--- src/rtl/magcmp_pkg.sv ---
// Package: shared types and helpers for the tree magnitude comparator.
// Assumes: operands are unsigned; flags are carried as a (gt, lt) pair.
package magcmp_pkg;

    // Result of one comparison: gt = first operand larger, lt = second larger.
    typedef struct packed {
        logic gt;
        logic lt;
    } cmp_flags_t;

    // Smallest power of two that is at least w, and never below 2.
    function automatic int pad_width(input int w);
        int p;
        p = 2;
        while (p < w) p = p * 2;
        return p;
    endfunction

endpackage

--- src/rtl/cmp2_cell.sv ---
// Module: cmp2_cell
// Compares two 2-bit unsigned words and reports the strict greater and
// lesser flags. The same cell serves as a tree leaf (operand bit pairs) and
// as a merge node (children's gt word against children's lt word).
// Assumes: nothing beyond 2-bit inputs; purely combinational.
module cmp2_cell
    import magcmp_pkg::*;
(
    input  logic [1:0] a,
    input  logic [1:0] b,
    output cmp_flags_t res
);

    logic hi_same;

    // Upper bits equal: the lower bits decide.
    always_comb hi_same = ~(a[1] ^ b[1]);

    // Strict greater and lesser flags of the 2-bit words.
    always_comb begin
        res.gt = (a[1] & ~b[1]) | (hi_same & a[0] & ~b[0]);
        res.lt = (~a[1] & b[1]) | (hi_same & ~a[0] & b[0]);
    end

endmodule

--- src/rtl/cmp_tree.sv ---
// Module: cmp_tree
// Combinational n-bit unsigned comparator built as a heap-ordered binary tree
// of cmp2_cell instances (pad_width(WIDTH)-1 cells in total). Node 1 is the
// root. Node i has children 2i (more significant) and 2i+1 (less significant).
// The leaves each compare one aligned bit pair of the zero-padded operands.
// Assumes: unsigned operands; padding with leading zeros does not change order.
module cmp_tree
    import magcmp_pkg::*;
#(
    parameter int WIDTH = 16
) (
    input  logic [WIDTH-1:0] a,
    input  logic [WIDTH-1:0] b,
    output cmp_flags_t       res
);

    localparam int PW     = pad_width(WIDTH);
    localparam int NLEAF  = PW / 2;
    localparam int NNODES = PW - 1;

    logic [PW-1:0] a_pad;
    logic [PW-1:0] b_pad;
    cmp_flags_t    node [1:NNODES];

    // Zero-extend both operands to the padded power-of-two width.
    always_comb begin
        a_pad = PW'(a);
        b_pad = PW'(b);
    end

    for (genvar n = 1; n <= NNODES; n++) begin : g_node
        if (n >= NLEAF) begin : g_leaf
            // Leaf k = 0 holds the most significant bit pair.
            localparam int K   = n - NLEAF;
            localparam int TOP = PW - 1 - 2 * K;
            cmp2_cell u_cell (
                .a   (a_pad[TOP -: 2]),
                .b   (b_pad[TOP -: 2]),
                .res (node[n])
            );
        end else begin : g_merge
            // Merge: gt word {hi, lo} against lt word {hi, lo}.
            cmp2_cell u_cell (
                .a   ({node[2*n].gt, node[2*n+1].gt}),
                .b   ({node[2*n].lt, node[2*n+1].lt}),
                .res (node[n])
            );
        end
    end

    assign res = node[1];

endmodule

--- src/rtl/cmp_out_stage.sv ---
// Module: cmp_out_stage
// Optional output register for the compare flags. OUT_REG != 0 gives one
// register stage with a synchronous active-low reset to "no flag"; otherwise
// the flags pass straight through.
// Assumes: rst_n is synchronous to clk.
module cmp_out_stage
    import magcmp_pkg::*;
#(
    parameter bit OUT_REG = 1'b1
) (
    input  logic       clk,
    input  logic       rst_n,
    input  cmp_flags_t d,
    output cmp_flags_t q
);

    if (OUT_REG) begin : g_reg
        cmp_flags_t q_r;

        // Register the flags; reset clears both.
        always_ff @(posedge clk) begin
            if (!rst_n) q_r <= '0;
            else        q_r <= d;
        end

        assign q = q_r;
    end else begin : g_pass
        assign q = d;
    end

endmodule

--- src/rtl/mag_cmp_tree.sv ---
// Module: mag_cmp_tree (top)
// Unsigned magnitude comparator with separate greater and lesser flags.
// Equality is the case where both flags are low. The tree depth is
// logarithmic in WIDTH. An optional output register is set by OUT_REG.
// Assumes: unsigned operands; no cascade inputs; no signed mode.
module mag_cmp_tree
    import magcmp_pkg::*;
#(
    parameter int WIDTH   = 16,
    parameter bit OUT_REG = 1'b1
) (
    input  logic             clk,
    input  logic             rst_n,
    input  logic [WIDTH-1:0] a_in,
    input  logic [WIDTH-1:0] b_in,
    output logic             a_gt,
    output logic             b_gt
);

    cmp_flags_t tree_res;
    cmp_flags_t out_res;

    cmp_tree #(.WIDTH(WIDTH)) u_tree (
        .a   (a_in),
        .b   (b_in),
        .res (tree_res)
    );

    cmp_out_stage #(.OUT_REG(OUT_REG)) u_out (
        .clk   (clk),
        .rst_n (rst_n),
        .d     (tree_res),
        .q     (out_res)
    );

    // Map the internal flag pair onto the output pins.
    always_comb begin
        a_gt = out_res.gt;
        b_gt = out_res.lt;
    end

endmodule

--- config.mk ---
export PLATFORM = sky130hd
export DESIGN_NAME = mag_cmp_tree
export DESIGN_NICKNAME = d
export VERILOG_FILES = /design/src/rtl/magcmp_pkg.sv /design/src/rtl/cmp2_cell.sv /design/src/rtl/cmp_tree.sv /design/src/rtl/cmp_out_stage.sv /design/src/rtl/mag_cmp_tree.sv
export SDC_FILE = /design/constraint.sdc
export NUM_CORES = 1
export LEC_CHECK = 0
export ABC_CLOCK_PERIOD_IN_PS = 3600
export CORE_ASPECT_RATIO = 1.4
export CORE_MARGIN = 2
export CORE_UTILIZATION = 25
export DETAILED_ROUTE_END_ITERATION = 8
export GPL_ROUTABILITY_DRIVEN = 0
export GPL_TIMING_DRIVEN = 0
export SLEW_MARGIN = 20
export SYNTH_ARGS = -nofsm -noshare
export SYNTH_HDL_FRONTEND = slang
export SYNTH_SLANG_ARGS = --single-unit
--- constraint.sdc ---
create_clock -name clk -period 3.6 [get_ports clk]
set_input_delay 0.54 -clock clk [delete_from_list [all_inputs] [get_ports clk]]
set_output_delay 0.54 -clock clk [all_outputs]
set_load 0.1 [all_outputs]
Word level (Yosys, flattened, before mapping)
Index checks and enable logic that the tools add are counted.
{"block": "word_totals", "register_bits": 2, "latchBits": 0, "ram_bits": 0, "romBits": 0, "mem_count": 0}
{"block": "classes", "n_addsub": 0, "n_mul": 0, "div_mod_pow": 0, "order_cmp": 0, "n_eq_ne": 0, "shifts": 0, "mux": 0, "bitwise": 210, "n_reduce_logical": 0}
{"operator": "bitwise AND 1 bit", "n": 90}
{"operator": "NOT 1 bit", "n": 75}
{"operator": "OR 1 bit", "n": 30}
{"operator": "XOR 1 bit", "n": 15}

Longest topological paths before layout
Gate-level depths: netlist of run 1.
{"block": "depth", "depth_word": 20, "ltp_mapped": 13}

By module
Synthesis of run 1 repeated with hierarchy kept, for this count alone.
{"block": "hier_totals", "hier_cells": 124, "hier_area_um2": 897.1}
{"mod": "cmp2_cell", "n_inst": 15, "cells_per_inst": 8, "area_each_um2": 56.3, "seq_area_each_um2": 0.0}
{"mod": "cmp_out_stage", "n_inst": 1, "cells_per_inst": 4, "area_each_um2": 52.6, "seq_area_each_um2": 40.0}

Least setup slack after synthesis of run 1
No wires, ideal clock.
{"block": "synth_path", "kind": "input -> register", "start": "input a_in[15]", "end": "register u_out.g_reg.q_r, in the netlist u_out.q[1]", "arrival_ns": 2.770, "required_time_ns": 3.483, "setup_slack_ns": 0.713, "cell_stages": 11, "path_buffers": 0, "path_cell_list": "inv_1 -> ha_1 -> a31o_2 -> ha_1 -> a31o_2 -> ha_1 -> a31o_2 -> ha_1 -> nand3b_1 -> a31oi_1 -> a22o_1"}
{"block": "synth_via", "elab_chain_len": 20, "elab_cells_between_ends": 42, "cone_classes": "bitwise (42)"}
{"item": "start: declaration", "line": "mag_cmp_tree.sv:14", "source": "input logic [WIDTH-1:0] a_in,"}
{"item": "XOR 1 bit", "line": "cmp2_cell.sv:17", "source": "always_comb hi_same = ~(a[1] ^ b[1]);"}
{"item": "NOT 1 bit", "line": "cmp2_cell.sv:17"}
{"item": "bitwise AND 1 bit, on equally long branches (2 in series)", "line": "cmp2_cell.sv:21, cmp2_cell.sv:22"}
{"item": "OR 1 bit, on equally long branches", "line": "cmp2_cell.sv:21, cmp2_cell.sv:22"}
{"item": "XOR 1 bit", "line": "cmp2_cell.sv:17"}
{"item": "NOT 1 bit", "line": "cmp2_cell.sv:17"}
{"item": "bitwise AND 1 bit, on equally long branches (2 in series)", "line": "cmp2_cell.sv:21, cmp2_cell.sv:22"}
{"item": "OR 1 bit, on equally long branches", "line": "cmp2_cell.sv:21, cmp2_cell.sv:22"}
{"item": "XOR 1 bit", "line": "cmp2_cell.sv:17"}
{"item": "NOT 1 bit", "line": "cmp2_cell.sv:17"}
{"item": "bitwise AND 1 bit, on equally long branches (2 in series)", "line": "cmp2_cell.sv:21, cmp2_cell.sv:22"}
{"item": "OR 1 bit, on equally long branches", "line": "cmp2_cell.sv:21, cmp2_cell.sv:22"}
{"item": "XOR 1 bit", "line": "cmp2_cell.sv:17"}
{"item": "NOT 1 bit", "line": "cmp2_cell.sv:17"}
{"item": "bitwise AND 1 bit (2 in series)", "line": "cmp2_cell.sv:21", "source": "res.gt = (a[1] & ~b[1]) | (hi_same & a[0] & ~b[0]);"}
{"item": "OR 1 bit *", "line": "cmp2_cell.sv:21"}
{"item": "end signal: assignment", "line": "cmp_out_stage.sv:22", "source": "if (!rst_n) q_r <= '0;"}
{"item": "end signal: assignment", "line": "cmp_out_stage.sv:23", "source": "else q_r <= d;"}
{"item": "end: declaration", "line": "cmp_out_stage.sv:18", "source": "cmp_flags_t q_r;"}
Every way passes the cells marked *; elsewhere a longest branch is shown, timed or not.
A chain may end at the register's enable or synchronous reset.

Worst setup path in the final report of run 1
Ends and elaborated chain as after synthesis.

==> metrics.md, run 1 <==
| Metric | Value |
|---|---|
| Fin Setup TNS | 0 ns |
| Clock Pin Slew Worst Setup and Hold Paths | 0.03 ns |
| Clk pwr share | 24.4% |
| Synth warnings | 0 |
| CTS H-Tree Depth | 1 |
| Type of destination of the critical path | flop |
| Max reg flops | 2 |
| Setup repair after global routing missed its margin | false |
| Placeable core region | 0.00385 mm^2 |
| Critical Path Source Type | input port |
| Cells taking the most area after synthesis | ha_1 38%, inv_1 18%, a31o_2 11% |
| Quantity of I/O buffers inserted on ports | 35 |
| Number of CTS-inserted buffers | 3 |
| Post-detailed-route DRC marker count | 0 |
| Run status | completed |
| 1st-pass router iterations | 4 |
| Power density over the cells | 248 mW/mm^2 |
| DIE WIDTH | 57.0 um |
| Drt total wl | 1780 um |
| DPL Wire Length | 1630 um |
| Portion of the post-synthesis area used by sequential elements | 4.08% |
| Layout Area Growth over Synthesis | 45.4% |
| Global-route wire length before repair | 3390 um |
| Arrival @ worst endpoint | 3.36 ns |
| CP startpoint | a_in[15] |
| Antenna violations before repair | 0 |
| Slowest cell on the critical path | clkdlybuf4s50_1 |
| Fill cell count | 423 |
| Syn Std Cell Area | 982 um^2 |
| Max Fanout on Critical Path | 4 |
| Initial core utilization | 25.5% |
| Post-synth top area cell | ha_1 |
| Top cell type's share of synthesized area | 38.2% |
| Combinational share of power | 67.2% |
| # hold bufs at CTS | 0 |
| Fraction of final layout cells sized beyond drive strength 1 | 9.20% |
| Clock period minus worst slack | 3.26 ns |
| Remaining antenna violation count | 0 |
| Final Power | 0.354 mW |
| Largest buffer count on any clock path | 2 |
| Fin util | 37.1% |
| Worst Tran Pin Value | 0.975 ns |
| Total setup buffers inserted after CTS | 0 |
| Die outline area | 0.00445 mm^2 |
| Sequential share of power | 8.4% |
| Type of the tightest min-delay check | input port to flop |
| Post-Synthesis Net Count | 200 |
| Final #Nets | 240 |
| Total number of cells along the worst setup path | 12 |
| Quantity of gates resized following cts | 0 |
| Number of flops mapped to enable cells by yosys | 0 |
| Cell row count | 27 |
| Height of the die | 78.2 um |
| Switching share of power | 40.8% |
| Global router's overall resource usage | 8.98% |
| Number of maximum-capacitance violations | 0 |
| Dominant cell by count in the synthesized netlist | inv_1 |
| Most common library cells after synthesis | 46 x inv_1, 30 x ha_1, 12 x a31o_2 |
| Routed wire length per instance | 8.20 um |
| Worst path cell trace | clkdlybuf4s50_1, inv_1, ha_1, a31o_2, ha_1, a31o_2, ha_1, a31o_2, ha_1, nand3b_1, a31oi_1, a22o_1 |
| Routed vias | 976 |
| Cell family contributing the most delay on the critical path | adder cells |
| Critical path class | input port to flop |
| Buffer and inverter count on the worst path | 2 |
| Cell internal pwr | 0.210 mW |
| Via count of the first global-routing pass | 964 |
| Worst vdd ir | 205 uV |
| Yosys reg bits | 2 |
| Post-route fraction of the period consumed by the critical path | 90.7% |
| Most used DFF post-synth | dfxtp_1 |
| Number of max-slew violations in the final report | 0 |
| Async set-reset flop share out of synthesis | 0% |
| Avg Vias per Cell | 4.50 |
| Total count of hold-check failures in the final report | 0 |
| CTS tree | done |
| CTS Root Buffer Type | clkbuf_8 |
| Clock sink total | 2 |
| Slowest Stage Delay on Critical Path | 0.48 ns |
| Mean instance size in the synthesized netlist | 7.22 um^2 |
| Inserted Diodes | 0 |
| Max_slew headroom | 34.8% |
| Gate Count Post-Synth | 136 |
| Number of top-level design ports | 36 |
| Residual overflow from global routing | 0 |
| Maximum number of pins on one net before global-route repair | 5 |
| Final setup violation count | 0 |
| Fmax | 306 MHz |
| Most frequent CP cell | ha_1 |
| Violation count after the first detailed-route iteration | 15 |
| Count of distinct cell types in the synthesized netlist | 19 |
| Leakage | 0.755 nW |
| CP endpoint | u_out.q[1] |
| Switching component of the power | 0.144 mW |
| Worst EP required | 3.70 ns |
## cells by family after synthesis
| kind of cell | Yosys count | share of synthesized area (%) |
|---|---|---|
| AND/OR/NAND/NOR | 19 | 9.17 |
| AO/OA/AOI/OAI | 39 | 31.0 |
| adder cells (fa/ha/maj) | 30 | 38.2 |
| buffers and inverters | 46 | 17.6 |
| flip-flops | 2 | 4.08 |
## cell type report
type,count,area (um^2),share of cell area [%]
tap,43,53.8,3.77
inverter,46,173,12.1
multi-input combinational,88,769,53.9
sequential,2,40.0,2.80
clock buffer,3,41.3,2.89
timing repair buffer,35,350,24.5
## worst min-delay path by stage
| stage | start | cells after the start | to | slack (ns) |
|---|---|---|---|---|
| after floorplan | rst_n | 2 | u_out.q[0] | 0.65 |
| after detailed placement | rst_n | 3 | u_out.q[0] | 1.22 |
| after global placement | rst_n | 3 | u_out.q[0] | 1.22 |
| after CTS | rst_n | 3 | u_out.q[0] | 1.0 |
| after global routing | rst_n | 3 | u_out.q[0] | 1.03 |
| final | rst_n | 3 | u_out.q[0] | 0.99 |
## per-stage QoR
step / area (um^2) / setup WS, ns / hold WS (ns) / cells
detailed placement: 1390 / 0.120 / 1.22 / 214
global placement: 1390 / 0.129 / 1.22 / 214
floorplan: 982 / 0.713 / 0.653 / 136
global route: 1430 / 0.196 / 1.03 / 217
CTS: 1430 / 0.334 / 0.996 / 217
finish: 1430 / 0.336 / 0.991 / 217
## placed cells by master, fill, tap and decap left out, drive strengths merged
cell and n:
nand3 1, a22o 1, a21oi 4, o21ai 3, a31oi 7, nand3b 1
dfxtp 2, o22ai 4, a311oi 1, o211a 1, nor3 1, ha 30
clkdlybuf4s50 35, nand2 11, inv 46, nor2b 5, o31ai 2, clkbuf 3
a31o 16
## layer usage
layer	up-vias	GRT usage (%)	wire [um]
met5	-	0	0
met4	0	1.40	0
met3	0	2.64	109
met2	23	17.1	932
met1	422	9.67	737
li1	531	-	-
## power groups by stage
| stage | Clock [mW] | Sequential (mW) | Combinational [mW] |
|---|---|---|---|
| final | 0.0864 | 0.0297 | 0.238 |
| after global routing | 0.0954 | 0.0302 | 0.269 |
| after CTS | 0.0910 | 0.0298 | 0.242 |
| after detailed placement | 0 | 0.0301 | 0.240 |
| after global placement | 0 | 0.0297 | 0.239 |
| after floorplan | 0 | 0.0699 | 0.126 |
## tightest hold or removal path, delay by kind of cell
family | cells | cell delay (ns)
AND/OR/NAND/NOR | 1 | 0.09
buffers and inverters | 1 | 0.46
AO/OA/AOI/OAI | 1 | 0.05
Note: power is estimated with default switching activity, not from simulation.
==> run 2: changes to the inputs <==
CAP_MARGIN = 5   (was not set)
RECOVER_POWER = 100   (was not set)
==> run 2 against run 1 <==
Cell count stayed put. Flip-flop and latch count stayed put. Die area did not move. Total power decreased by 0.71%. Worst hold slack barely moved. Sequential share of layout area did not move. Critical path depth unchanged. Count of clock-buffer cells in the layout unchanged. First-iteration DRC count unchanged. Critical path type unchanged. Largest cell class unchanged.
==> metrics.md, run 2 (synthesis results as in run 1) <==
| Metric | Value |
|---|---|
| Run status | completed |
| Setup repair after global routing missed its margin | false |
| Switching share of power | 41.0% (+0.22 points) |
| Most common cell after layout, fill and taps aside | inv_1 |
| 1st-pass router iterations | 4 (unchanged) |
| Routed vias | 977 (+0.10%) |
| Total setup buffers inserted after CTS | 0 (unchanged) |
| Cell family contributing the most delay on the critical path | adder cells |
| CTS tree | done |
| Largest buffer count on any clock path | 2 (unchanged) |
| Total count of hold-check failures in the final report | 0 (unchanged) |
| Drt total wl | 1780 um (-0.11%) |
| Fmax | 300 MHz (-2.1%) |
| Leakage | 0.760 nW (+0.70%) |
| Clk pwr share | 24.6% (+0.2 points) |
| Clock Pin Slew Worst Setup and Hold Paths | 0.03 ns (about the same) |
| Final setup violation count | 0 (unchanged) |
| Critical Path Source Type | input port |
| Type of the tightest min-delay check | input port to flop |
| Switching component of the power | 0.144 mW (-0.18%) |
| Critical path class | input port to flop |
| Count of placed standard cells in the final layout, fillers left out | 217 (unchanged) |
| Residual overflow from global routing | 0 (unchanged) |
| Worst path cell trace | dlygate4sd3_1, inv_1, ha_1, a31o_2, ha_1, a31o_2, ha_1, a31o_2, ha_1, nand3b_1, a31oi_1, a22o_1 |
| Die outline area | 0.00445 mm^2 (unchanged) |
| DIE WIDTH | 57.0 um (unchanged) |
| Max_slew headroom | 34.1% (-0.71 points) |
| Power density over the cells | 246 mW/mm^2 (-0.71%) |
| Number of max-slew violations in the final report | 0 (unchanged) |
| # hold bufs at CTS | 0 (unchanged) |
| Clock period minus worst slack | 3.33 ns (+0.0702 ns) |
| Placeable core region | 0.00385 mm^2 (unchanged) |
| Number of maximum-capacitance violations | 0 (unchanged) |
| Arrival @ worst endpoint | 3.43 ns (+0.07 ns) |
| Sequential share of power | 8.4% (about the same) |
| Cell internal pwr | 0.208 mW (-1.1%) |
| Via count of the first global-routing pass | 964 (unchanged) |
| Buffer and inverter count on the worst path | 2 (unchanged) |
| Max Fanout on Critical Path | 4 (unchanged) |
| Type of destination of the critical path | flop |
| Combinational share of power | 67.0% (-0.2 points) |
| Number of top-level design ports | 36 (unchanged) |
| Height of the die | 78.2 um (unchanged) |
| CTS Root Buffer Type | clkbuf_8 |
| CTS H-Tree Depth | 1 (unchanged) |
| Post-Place Cells | 214 (unchanged) |
| Violation count after the first detailed-route iteration | 15 (unchanged) |
| Final #Nets | 240 (unchanged) |
| Slowest cell on the critical path | dlygate4sd3_1 |
| Number of CTS-inserted buffers | 3 (unchanged) |
| Layout Area Growth over Synthesis | 45.4% (unchanged) |
| Clock sink total | 2 (unchanged) |
| Inserted Diodes | 0 (unchanged) |
| Avg Vias per Cell | 4.50 (+0.10%) |
| Quantity of I/O buffers inserted on ports | 35 (unchanged) |
| Worst vdd ir | 201 uV (-2.0%) |
| Max reg flops | 2 (unchanged) |
| Post-route fraction of the period consumed by the critical path | 92.6% (+1.9 points) |
| Post-detailed-route DRC marker count | 0 (unchanged) |
| Quantity of gates resized following cts | 0 (unchanged) |
| Worst EP required | 3.70 ns (about the same) |
| Fin Setup TNS | 0 ns (unchanged) |
| Cell row count | 27 (unchanged) |
| Global router's overall resource usage | 8.98% (unchanged) |
| Fraction of final layout cells sized beyond drive strength 1 | 9.20% (unchanged) |
| Maximum number of pins on one net before global-route repair | 5 (unchanged) |
| Remaining antenna violation count | 0 (unchanged) |
| Most frequent CP cell | ha_1 |
| Global-route wire length before repair | 3390 um (unchanged) |
| Initial core utilization | 25.5% (unchanged) |
| Fin util | 37.1% (unchanged) |
| Worst Tran Pin Value | 0.985 ns (+0.0105 ns) |
| Antenna violations before repair | 0 (unchanged) |
| DPL Wire Length | 1630 um (unchanged) |
| Slowest Stage Delay on Critical Path | 0.55 ns (+0.07 ns) |
| Routed wire length per instance | 8.19 um (-0.11%) |
| Most frequent cells in the layout | 46 x inv_1, 32 x clkdlybuf4s50_1, 30 x ha_1 |
==> run 2: per-layer routing <==
layer | track usage (%) | share of wire, % | vias to the layer above
li1 | - | - | 532
met1 | 9.67 | 41 | 422
met2 | 17.1 | 52 | 23
met3 | 2.64 | 6.1 | 0
met4 | 1.40 | 0 | 0
met5 | 0 | 0 | -
==> run 2: path summary, 6_finish.rpt <==
check	from	endpoint	slack [ns]	cells past startpoint
max	a_in[15]	u_out.q[1]	0.27	12
min	rst_n	u_out.q[0]	0.99	3
==> run 2: layout make-up <==
cell class | instances | area (um^2)
inverters | 46 | 173
well taps | 43 | 53.8
clock buffers | 3 | 41.3
multi-input cells | 88 | 769
flip-flops and latches | 2 | 40.0
repair buffers | 35 | 350
fillers | 423 | 2420
==> run 2: power groups by stage <==
| stage | Clock (mW) | Sequential [mW] | Combinational (mW) |
|---|---|---|---|
| CTS | 0.0910 | 0.0298 | 0.242 |
| detailed placement | 0 | 0.0301 | 0.240 |
| global route | 0.0954 | 0.0299 | 0.267 |
| global placement | 0 | 0.0297 | 0.239 |
| finish | 0.0864 | 0.0294 | 0.236 |
| floorplan | 0 | 0.0699 | 0.126 |
==> run 2: through the flow <==
step           power (mW)  worst slack, ns  area (um^2)  hold slack, ns
2_1_floorplan       0.196            0.713          982           0.653
3_3_place_gp        0.269            0.129         1390            1.22
3_5_place_dp        0.271            0.120         1390            1.22
4_1_cts             0.362            0.334         1430           0.996
5_1_grt             0.392            0.124         1430            1.03
6_report            0.352            0.266         1430           0.991
==> run 3: changes to the inputs <==
--- a/config.mk
+++ b/config.mk
@@ -14,4 +14,5 @@
 export GPL_ROUTABILITY_DRIVEN = 0
 export GPL_TIMING_DRIVEN = 0
+export PLACE_DENSITY_LB_ADDON = 0.08
 export RECOVER_POWER = 100
 export SLEW_MARGIN = 20
==> constraint.sdc (replaced) <==
create_clock -name clk -period 3.6 [get_ports clk]
set_input_delay 0.54 -clock clk [delete_from_list [all_inputs] [get_ports clk]]
set_output_delay 0.54 -clock clk [all_outputs]
set_load 0.02 [all_outputs]
==> run 3 against run 2 <==
Sequential power down 2%. Cell count stayed put. Global-route usage increased by 0.53 points. Count of clock-buffer cells in the layout did not move. Wire length grew 7.6%. Critical endpoint unchanged. Cell area is the same. Largest power group unchanged. Non-clock buffer count stayed put.
==> metrics.md, run 3 (synthesis results as in run 1) <==
| Metric | Value |
|---|---|
| Type of the tightest min-delay check | input port to flop |
| Type of destination of the critical path | flop |
| Final critical-path setup slack | 0.257 ns (-0.00889 ns) |
| DIE WIDTH | 57.0 um (unchanged) |
| Antenna violations before repair | 0 (unchanged) |
| Power density over the cells | 224 mW/mm^2 (-9.0%) |
| Height of the die | 78.2 um (unchanged) |
| Number of max-slew violations in the final report | 0 (unchanged) |
| Largest buffer count on any clock path | 2 (unchanged) |
| Combined area of the multi-input logic cells | 769 um^2 (unchanged) |
| Number of CTS-inserted buffers | 3 (unchanged) |
| Remaining antenna violation count | 0 (unchanged) |
| 1st-pass router iterations | 4 (unchanged) |
| Max_slew headroom | 81.3% (+47 points) |
| Avg Vias per Cell | 4.58 (+1.7%) |
| Number of maximum-capacitance violations | 0 (unchanged) |
| CTS H-Tree Depth | 1 (unchanged) |
| Total count of hold-check failures in the final report | 0 (unchanged) |
| # hold bufs at CTS | 0 (unchanged) |
| CTS tree | done |
| Cell row count | 27 (unchanged) |
| Critical Path Source Type | input port |
| Clock period minus worst slack | 3.34 ns (+0.00889 ns) |
| CTS Root Buffer Type | clkbuf_8 |
| Layout Area Growth over Synthesis | 45.4% (unchanged) |
| Number of top-level design ports | 36 (unchanged) |
| Most common cell after layout, fill and taps aside | inv_1 |
| Global-route wire length before repair | 3650 um (+7.5%) |
| Total setup buffers inserted after CTS | 0 (unchanged) |
| Clock Pin Slew Worst Setup and Hold Paths | 0.03 ns (about the same) |
| Fraction of final layout cells sized beyond drive strength 1 | 9.20% (unchanged) |
| Via count of the first global-routing pass | 989 (+2.6%) |
| Sequential Area | 40.0 um^2 (unchanged) |
| Run status | completed |
| Fmax | 299 MHz (-0.27%) |
| Global router's overall resource usage | 9.51% (+0.53 points) |
| Maximum number of pins on one net before global-route repair | 5 (unchanged) |
| Initial core utilization | 25.5% (unchanged) |
| Max reg flops | 2 (unchanged) |
| Post-detailed-route DRC marker count | 0 (unchanged) |
| Final setup violation count | 0 (unchanged) |
| Post-route fraction of the period consumed by the critical path | 92.9% (+0.25 points) |
| Die outline area | 0.00445 mm^2 (unchanged) |
| Drt total wl | 1910 um (+7.6%) |
| Violation count after the first detailed-route iteration | 16 (+1) |
| Clock sink total | 2 (unchanged) |
| Worst EP required | 3.69 ns (about the same) |
| Residual overflow from global routing | 0 (unchanged) |
| Most frequent cells in the layout | 46 x inv_1, 32 x clkdlybuf4s50_1, 30 x ha_1 |
| Worst Tran Pin Value | 0.281 ns (-0.704 ns) |
| DPL Wire Length | 1760 um (+8.2%) |
| Quantity of gates resized following cts | 0 (unchanged) |
| Inserted Diodes | 0 (unchanged) |
| Routed wire length per instance | 8.81 um (+7.6%) |
| Final #Nets | 240 (unchanged) |
| Quantity of I/O buffers inserted on ports | 35 (unchanged) |
| Fill cell count | 415 (-1.9%) |
| Pre-CTS worst setup slack | 0.0915 ns (-0.0285 ns) |
| Worst vdd ir | 120 uV (-40%) |
| Routed vias | 994 (+1.7%) |
| Leakage | 0.760 nW (unchanged) |
| Max Fanout on Critical Path | 4 (unchanged) |
| Placeable core region | 0.00385 mm^2 (unchanged) |
| Fin Setup TNS | 0 ns (unchanged) |
| Arrival @ worst endpoint | 3.43 ns (about the same) |
| Setup repair after global routing missed its margin | false |
| Critical path class | input port to flop |
run 3: cell counts in the layout (fill, tap and decap cells not counted):
No cell type changed its count.
run 3: final timing paths:
check,from,depth (start not counted),end
min,rst_n,3,u_out.q[0]
max,a_in[15],12,u_out.q[1]
run 3: cell type report:
| class | instances | area share [%] |
|---|---|---|
| Clock buffer | 3 | 2.89 |
| Inverter | 46 | 12.1 |
| Multi-Input combinational cell | 88 | 53.9 |
| Sequential cell | 2 | 2.80 |
| Tap cell | 43 | 3.77 |
| Timing Repair Buffer | 35 | 24.5 |
run 3: critical path: stages:
cell and delay [ns]:
dlygate4sd3_1 0.55, inv_1 0.05, ha_1 0.29, a31o_2 0.26
ha_1 0.30, a31o_2 0.24, ha_1 0.33, a31o_2 0.21
ha_1 0.30, nand3b_1 0.09, a31oi_1 0.04, a22o_1 0.21
run 3: power breakdown:
part	internal (mW)	switching (mW)
registers	0.0279	0.000900
logic	0.109	0.0953
clock network	0.0706	0.0160
total	0.208	0.112
run 3: routing by layer:
metal	track usage, %	vias to the layer above	share of wire [%]
li1	-	533	-
met1	9.87	442	37
met2	19.8	19	60
met3	0.659	0	3.6
met4	2.09	0	0
met5	0	-	0
run 3: per-stage QoR:
| step | util [%] | cell area [um^2] | hold slack [ns] | power, mW | std cells |
|---|---|---|---|---|---|
| 3_3_place_gp | 36.0 | 1390 | 1.22 | 0.233 | 214 |
| 2_1_floorplan | - | 982 | 0.653 | 0.163 | 136 |
| 5_1_grt | 37.1 | 1430 | 1.06 | 0.360 | 217 |
| 6_report | 37.1 | 1430 | 1.01 | 0.320 | 217 |
| 4_1_cts | 37.1 | 1430 | 1.02 | 0.330 | 217 |
| 3_5_place_dp | 36.0 | 1390 | 1.24 | 0.240 | 214 |
